<file path="config.mk">
export PLATFORM = sky130hd
export DESIGN_NAME = fastlock_ctrl
export DESIGN_NICKNAME = d
export VERILOG_FILES = /design/src/rtl/fl_pkg.sv /design/src/rtl/fl_timer.sv /design/src/rtl/fl_code_sel.sv /design/src/rtl/fl_pad_drv.sv /design/src/rtl/fastlock_ctrl.sv
export SDC_FILE = /design/constraint.sdc
export NUM_CORES = 1
export LEC_CHECK = 0
export ABC_AREA = 0
export BUFFER_PORTS_ARGS = -buffer_cell sky130_fd_sc_hd__buf_2
export CORE_MARGIN = 4
export CORE_UTILIZATION = 55
export DETAILED_ROUTE_END_ITERATION = 10
export GPL_TIMING_DRIVEN = 0
export PLACE_DENSITY = 0.85
export SETUP_SLACK_MARGIN = 0.5
export SLEW_MARGIN = 25
export SYNTH_ARGS = -nofsm -noshare
export SYNTH_HDL_FRONTEND = slang
export SYNTH_SLANG_ARGS = --single-unit
</file>
<file path="constraint.sdc">
create_clock -name clk_i -period 8.2 [get_ports clk_i]
set_clock_uncertainty 0.05 [all_clocks]
set_input_delay 1.23 -clock clk_i [delete_from_list [all_inputs] [get_ports clk_i]]
set_output_delay 1.23 -clock clk_i [all_outputs]
set_load 0.02 [all_outputs]
</file>
<file path="src/rtl/fl_pkg.sv">
package fl_pkg;
  typedef enum logic {
    FL_NORMAL = 1'b0,
    FL_FAST   = 1'b1
  } fl_mode_e;

  localparam int unsigned FL_TMO_W_DEF = 16;
  localparam int unsigned FL_CPG_W_DEF = 5;
  localparam int unsigned FL_RES_W_DEF = 4;
endpackage

</file>
<file path="src/rtl/fl_timer.sv">
module fl_timer
  import fl_pkg::*;
#(
  parameter int unsigned TMO_W = FL_TMO_W_DEF
) (
  input  logic             clk_i,
  input  logic             rst_ni,
  input  logic             en_i,
  input  logic             req_i,
  input  logic             gain_ok_i,
  input  logic [TMO_W-1:0] timeout_i,
  output fl_mode_e         mode_nxt_o,
  output logic             active_o
);
  localparam logic [TMO_W-1:0] CNT_ZERO = '0;
  localparam logic [TMO_W-1:0] CNT_ONE  = {{(TMO_W-1){1'b0}}, 1'b1};

  logic [TMO_W-1:0] cnt_q, cnt_d;
  logic             fire;
  logic             running;

  assign running = (cnt_q != CNT_ZERO);
  assign fire    = req_i && en_i && gain_ok_i && (timeout_i != CNT_ZERO);

  always_comb begin
    cnt_d = cnt_q;
    if (!en_i)        cnt_d = CNT_ZERO;
    else if (fire)    cnt_d = timeout_i;
    else if (running) cnt_d = cnt_q - CNT_ONE;
  end

  assign mode_nxt_o = (cnt_d != CNT_ZERO) ? FL_FAST : FL_NORMAL;

  always_ff @(posedge clk_i or negedge rst_ni) begin
    if (!rst_ni) cnt_q <= CNT_ZERO;
    else         cnt_q <= cnt_d;
  end

  assign active_o = running;


  reload_chk: assert property (@(posedge clk_i) disable iff (!rst_ni)
    (req_i && en_i && gain_ok_i && timeout_i != CNT_ZERO) |=> cnt_q == $past(timeout_i));


  countdown_chk: assert property (@(posedge clk_i) disable iff (!rst_ni)
    (running && en_i && !req_i) |=> cnt_q == $past(cnt_q) - CNT_ONE);


  disable_clear_chk: assert property (@(posedge clk_i) disable iff (!rst_ni)
    !en_i |=> !active_o);


  zero_tmo_chk: assert property (@(posedge clk_i) disable iff (!rst_ni)
    (!running && timeout_i == CNT_ZERO) |=> !active_o);
endmodule

</file>
<file path="src/rtl/fl_code_sel.sv">
module fl_code_sel
  import fl_pkg::*;
#(
  parameter int unsigned W = FL_RES_W_DEF
) (
  input  logic         clk_i,
  input  logic         rst_ni,
  input  fl_mode_e     mode_nxt_i,
  input  logic [W-1:0] norm_i,
  input  logic [W-1:0] fast_i,
  output logic [W-1:0] code_o
);
  logic [W-1:0] code_q;

  always_ff @(posedge clk_i or negedge rst_ni) begin
    if (!rst_ni)                     code_q <= '0;
    else if (mode_nxt_i == FL_FAST)  code_q <= fast_i;
    else                             code_q <= norm_i;
  end

  assign code_o = code_q;


  fast_sel_chk: assert property (@(posedge clk_i) disable iff (!rst_ni)
    (mode_nxt_i == FL_FAST) |=> code_o == $past(fast_i));


  norm_sel_chk: assert property (@(posedge clk_i) disable iff (!rst_ni)
    (mode_nxt_i == FL_NORMAL) |=> code_o == $past(norm_i));
endmodule

</file>
<file path="src/rtl/fl_pad_drv.sv">
module fl_pad_drv
  import fl_pkg::*;
(
  input  logic     clk_i,
  input  logic     rst_ni,
  input  fl_mode_e mode_nxt_i,
  output logic     pad_oe_o,
  output logic     pad_do_o
);
  logic oe_q;

  always_ff @(posedge clk_i or negedge rst_ni) begin
    if (!rst_ni) oe_q <= 1'b0;
    else         oe_q <= (mode_nxt_i == FL_FAST);
  end

  assign pad_oe_o = oe_q;
  assign pad_do_o = 1'b0;
endmodule

</file>
<file path="src/rtl/fastlock_ctrl.sv">
module fastlock_ctrl
  import fl_pkg::*;
#(
  parameter int unsigned TMO_W = FL_TMO_W_DEF,
  parameter int unsigned CPG_W = FL_CPG_W_DEF,
  parameter int unsigned RES_W = FL_RES_W_DEF
) (
  input  logic             clk_i,
  input  logic             rst_ni,
  input  logic             en_i,
  input  logic             freq_chg_i,
  input  logic [TMO_W-1:0] timeout_i,
  input  logic [CPG_W-1:0] cp_gain_norm_i,
  input  logic [CPG_W-1:0] cp_gain_fast_i,
  input  logic [RES_W-1:0] res_a_norm_i,
  input  logic [RES_W-1:0] res_a_fast_i,
  input  logic [RES_W-1:0] res_b_norm_i,
  input  logic [RES_W-1:0] res_b_fast_i,
  output logic [CPG_W-1:0] cp_gain_o,
  output logic [RES_W-1:0] res_a_o,
  output logic [RES_W-1:0] res_b_o,
  output logic             pad_oe_o,
  output logic             pad_do_o,
  output logic             active_o
);
  localparam int unsigned N_RES = 2;

  fl_mode_e         mode_nxt;
  logic             gain_ok;
  logic [RES_W-1:0] res_norm [N_RES];
  logic [RES_W-1:0] res_fast [N_RES];
  logic [RES_W-1:0] res_sel  [N_RES];

  // fast gain must exceed normal gain, else nothing larger to switch in
  assign gain_ok = (cp_gain_fast_i > cp_gain_norm_i);

  fl_timer #(.TMO_W(TMO_W)) u_timer (
    .clk_i      (clk_i),
    .rst_ni     (rst_ni),
    .en_i       (en_i),
    .req_i      (freq_chg_i),
    .gain_ok_i  (gain_ok),
    .timeout_i  (timeout_i),
    .mode_nxt_o (mode_nxt),
    .active_o   (active_o)
  );

  fl_code_sel #(.W(CPG_W)) u_cpg_sel (
    .clk_i      (clk_i),
    .rst_ni     (rst_ni),
    .mode_nxt_i (mode_nxt),
    .norm_i     (cp_gain_norm_i),
    .fast_i     (cp_gain_fast_i),
    .code_o     (cp_gain_o)
  );

  assign res_norm[0] = res_a_norm_i;
  assign res_fast[0] = res_a_fast_i;
  assign res_norm[1] = res_b_norm_i;
  assign res_fast[1] = res_b_fast_i;

  for (genvar g = 0; g < N_RES; g++) begin : g_res
    fl_code_sel #(.W(RES_W)) u_res_sel (
      .clk_i      (clk_i),
      .rst_ni     (rst_ni),
      .mode_nxt_i (mode_nxt),
      .norm_i     (res_norm[g]),
      .fast_i     (res_fast[g]),
      .code_o     (res_sel[g])
    );
  end

  assign res_a_o = res_sel[0];
  assign res_b_o = res_sel[1];

  fl_pad_drv u_pad (
    .clk_i      (clk_i),
    .rst_ni     (rst_ni),
    .mode_nxt_i (mode_nxt),
    .pad_oe_o   (pad_oe_o),
    .pad_do_o   (pad_do_o)
  );


  pad_track_chk: assert property (@(posedge clk_i) disable iff (!rst_ni)
    pad_oe_o == active_o);


  pad_low_chk: assert property (@(posedge clk_i) disable iff (!rst_ni)
    pad_do_o == 1'b0);


  gain_guard_chk: assert property (@(posedge clk_i) disable iff (!rst_ni)
    (!active_o && (cp_gain_fast_i <= cp_gain_norm_i)) |=> !active_o);
endmodule

</file>
### Word level (Yosys, flattened, before mapping)

Index checks and enable logic that the tools add are counted.

* flip-flop bits (word level): 30
* input bits: 46
* word-level logic and storage cells: 20

* add/sub/neg operators: 1
* order comparisons: 1
* mux-type cells: 7
* reduce and logical (&&, ||, !) cells: 6

Operators by type and width (number)
* 16-bit 2-to-1 mux: 3
* 16-bit nonzero test: 3
* 16-bit by 1-bit subtractor with 16-bit output, second input constant: 1
* 4-bit 2-to-1 mux: 2
* 5-bit > comparator: 1
* 5-bit 2-to-1 mux: 1
* 1-bit logical AND: 3
* 1-bit 2-to-1 mux: 1

### Depth between registers and ports, before layout

* depth after elaboration: 8
* mapped depth: 12
* depth with buffers taken out: 10

### Hierarchy

A second synthesis with hierarchy kept.

* cells, all modules: 183
* area, all modules: 1864.3 sq um

Modules (own cells, without submodules)
* fl_timer: instances 1, cells an instance 137, area an instance 1234.9 sq um, seq. area each 400.4 sq um
* fl_code_sel (g_res[0].u_res_sel ...): instances 2, cells an instance 8, area an instance 145.1 sq um, seq. area each 100.1 sq um
* fl_code_sel (u_cpg_sel): instances 1, cells an instance 10, area an instance 181.4 sq um, seq. area each 125.1 sq um
* fastlock_ctrl: instances 1, cells an instance 17, area an instance 121.4 sq um, seq. area each 0.0 sq um
* fl_pad_drv: instances 1, cells an instance 3, area an instance 36.3 sq um, seq. area each 25.0 sq um

### Worst setup path after synthesis

No wires, ideal clock.

* kind: in2reg
* from: input timeout_i[3]
* to: register g_res[0].u_res_sel.code_q[0]
* data arrival time: 3.311 ns
* slack: 4.714 ns
* cell stages on the path: 10
* path through: or4_4 > nor4_2 > a21oi_2 > nand2_2 > buf_4 > nand3_1 > a2bb2oi_2 > nand4_4 > buf_6 > mux2_4

* cells in the longest elaborated chain, start to end: 7

Ends and longest elaborated chain
* start, declared: RTL line fastlock_ctrl.sv:12 `input logic [TMO_W-1:0] timeout_i,`
* 16-bit nonzero test: RTL line fl_timer.sv:23 `assign fire = req_i && en_i && gain_ok_i && (timeout_i != CNT_ZERO);`
* 1-bit logical AND: RTL line fl_timer.sv:23
* 16-bit 2-to-1 mux (*): RTL line fl_timer.sv:28 `else if (fire) cnt_d = timeout_i;`
* 16-bit 2-to-1 mux (*): RTL line fl_timer.sv:27 `if (!en_i) cnt_d = CNT_ZERO;`
* 16-bit nonzero test (*): RTL line fl_timer.sv:32 `assign mode_nxt_o = (cnt_d != CNT_ZERO) ? FL_FAST : FL_NORMAL;`
* 1-bit 2-to-1 mux (*): RTL line fl_timer.sv:32
* named net g_res[0].u_res_sel.mode_nxt_i: RTL line fl_code_sel.sv:8 `input fl_mode_e mode_nxt_i,`
* 4-bit 2-to-1 mux (*): RTL line fl_code_sel.sv:17 `else if (mode_nxt_i == FL_FAST) code_q <= fast_i;`
* end signal, assigned: RTL line fl_code_sel.sv:17
* end signal, assigned: RTL line fl_code_sel.sv:18 `else code_q <= norm_i;`
* end, declared: RTL line fl_code_sel.sv:13 `logic [W-1:0] code_q;`

The timed path passes the listed nets; every way through them passes the cells marked *.

### Worst setup path after layout

* from: input timeout_i[1]
* to: register g_res[0].u_res_sel.code_q[0]

Same word-level chain as after synthesis.

==> run summary <==
status - finished clean
Sink Count - 30
hold path startpoint - u_timer.cnt_q[0]
fmax - 0.2784 GHz
Power Density - 371.5 nW/um2
commonest non-fill, non-tap cell in the layout - buf_2
data required time of the critical path - 8.36 ns
core region area - 3390 um2
Die Y-Extent - 67.94 um
# hold bufs at CTS - 0
synth top area cells - dfrtp_1, mux2_4, a21oi_1, ha_1, nor2_1
largest net degree at the start of global routing - 31
worst slack at placement - 4.274 ns
Crit Path Category - input port to flip-flop
nets@finish - 317
largest area contributor in the netlist - dfrtp_1
drc violations - 0
total CTS buffers - 5
Critical path buffers and inverters - 3
vias per cell - 5.768
clock tree root driver cell - clkbuf_4
Final Max Slew Viols - 0
total track usage - 24.50%
Crit Path Max Fanout - 10
clk_lat worst skew - 0.32 ns
final setup vio count - 0
Post-synth EDFFs - 0
first-pass GRT wire length - 8224 um
setup TNS - 0 ns
GPL Wtd Cong - 0.9428
synth-to-layout area growth - 20.71%
mapped cell area - 1976 um2
die width - 67.94 um
Max clock buf depth - 2
crit path time final - 3.592 ns
Post-synth top flop - dfrtp_1
P_leak - 1.178 nW
FF-to-FF Start - u_timer.cnt_q[0]
PostCTS Resize Cnt - 0
setup bufs post-CTS - 0
maximum VDD drop - 0.0002599 V
Cell Chain, Critical Path - buf_2, or4_1, nor4_2, a21oi_2, nand2_2, buf_4, nand4_1, o211ai_1, nand4_4, buf_6, mux2_4
I/O Buffers - 60
HPWL after DPL - 4029 um
cell row count - 21
Hold Path Class - flip-flop to flip-flop
DR iter-0 viols - 116
critical register-to-register path endpoint - g_res[0].u_res_sel.code_o[0]
most frequent cells in the layout - buf_2, dfrtp_1, nor2_1, a21oi_1, inv_1
reg-to-reg slack, setup - 5.05 ns
slowest cell delay on critical path - 0.59 ns
die area - 4615 um2
WL/cell - 16.27 um
syn_nets - 250
Setup crit start kind - input port
DRT Wirelength - 5045 um
period utilization - 43.80%
R2R depth - 11
Synth top area share - 38.00%
crit-path leading delay family - simple AND/OR/NAND/NOR gates
fin worst setup slack - 4.608 ns
share of cells above drive strength 1 - 37.88%
total power - 0.8860 mW
synth unique cells - 53
IO Pins - 62
Post-DRT Antenna Nets - 0
hold path cells - 3
initial antenna violation count - 0
hold endpoint - u_timer.cnt_q[0]
post-synthesis sequential area ratio - 38.00%
vias in the first global route - 1840
RSZ-0062 raised after global routing - no
Hold Fails Final Rpt - 0
crit path DAT - 3.75 ns
maxcap violations - 0
Crit-path slowest cell - or4_1
Slew headroom - 49.76%
n_diodes - 0
Mapped Cells - 198
CTS tree - built
Fin Hold WS - 0.5770 ns
Worst setup EP type - flip-flop
Post-synth ARST share - 100.0%
Avg Inst Size Synth - 9.978 um2
synth warn - 0
Worst-Margin Slew - 0.7346 ns
DR pass1 iterations - 4
Vias - 1788
#FFs+latches synth - 30
aggregate global routing overflow - 0
Clk pin slew, worst setup/hold paths - 0.08 ns
H-tree depth - 2
initial core utilization - 58.29%
==> cells by family (layout without fill, tap and decap cells) <==
family	count (synthesis)	count (layout)	synth area share [%]
xor+xnor	5	5	2.217
fa+ha+maj	6	6	3.800
simple gates	66	66	20.77
flops	30	30	38.00
compound gates	50	50	17.61
buf+inv	21	87	5.192
mux	19	19	12.22
other cells	1	1	0.1898
==> power breakdown <==
part | internal, mW | total, mW | switching (mW)
combinational | 0.248 | 0.550 | 0.303
clock | 0.0386 | 0.0845 | 0.0459
sequential | 0.202 | 0.251 | 0.0490
total | 0.488 | 0.886 | 0.398
==> state kept, by name, indices dropped and copies added, names as in the netlist <==
signal	cells
g_res.u_res_sel.code_o	8
u_cpg_sel.code_o	5
u_pad.pad_oe_o	1
u_timer.cnt_q	16
==> area by class of cell <==
type,instances,area (um2)
flip-flops and latches,30,750.7
repair buffers,60,300.3
plain buffers,9,57.56
well taps,46,57.56
multi-input cells,147,1122
clock buffers,6,51.30
inverters,12,45.04
fillers,273,1005
==> worst max-delay path by stage <==
| stage | depth (start not counted) | start | endpoint | slack (ns) |
|---|---|---|---|---|
| floorplan | 10 | timeout_i[3] | g_res[0].u_res_sel.code_o[0] | 4.71 |
| global placement | 11 | timeout_i[1] | g_res[0].u_res_sel.code_o[2] | 4.32 |
| detailed placement | 11 | timeout_i[1] | g_res[0].u_res_sel.code_o[0] | 4.27 |
| CTS | 11 | timeout_i[1] | g_res[0].u_res_sel.code_o[0] | 4.61 |
| global route | 11 | timeout_i[1] | u_cpg_sel.code_o[3] | 4.52 |
| finish | 11 | timeout_i[1] | g_res[0].u_res_sel.code_o[0] | 4.61 |
==> synth_stat cells (6+ instances only) <==
cell / number
mux2_4: 9
o21ai_0: 8
inv_1: 12
nor3_1: 7
a211oi_1: 7
ha_1: 6
nor2_1: 19
dfrtp_1: 30
a21oi_1: 15
nand3_1: 6
nand2_1: 6
==> through the flow <==
stage | area (um2) | std cells | util (%)
4_1_cts | 2385 | 310 | 70.36
3_3_place_gp | 2333 | 304 | 68.84
6_report | 2385 | 310 | 70.36
5_1_grt | 2385 | 310 | 70.36
2_1_floorplan | 1976 | 198 | -
3_5_place_dp | 2333 | 304 | 68.84
==> routing by layer <==
layer	GRT usage, %	wire length, um
met2	40.79	2591
met3	6.732	348
met1	29.74	2006
met5	0	0
met4	10.17	98
==> tightest hold or removal path: stages, from the launching register on <==
cell     delay [ns]
dfrtp_1        0.40
nand2_1        0.06
nand3_1        0.07
a21oi_1        0.06
(Power assumes the default switching activity.)
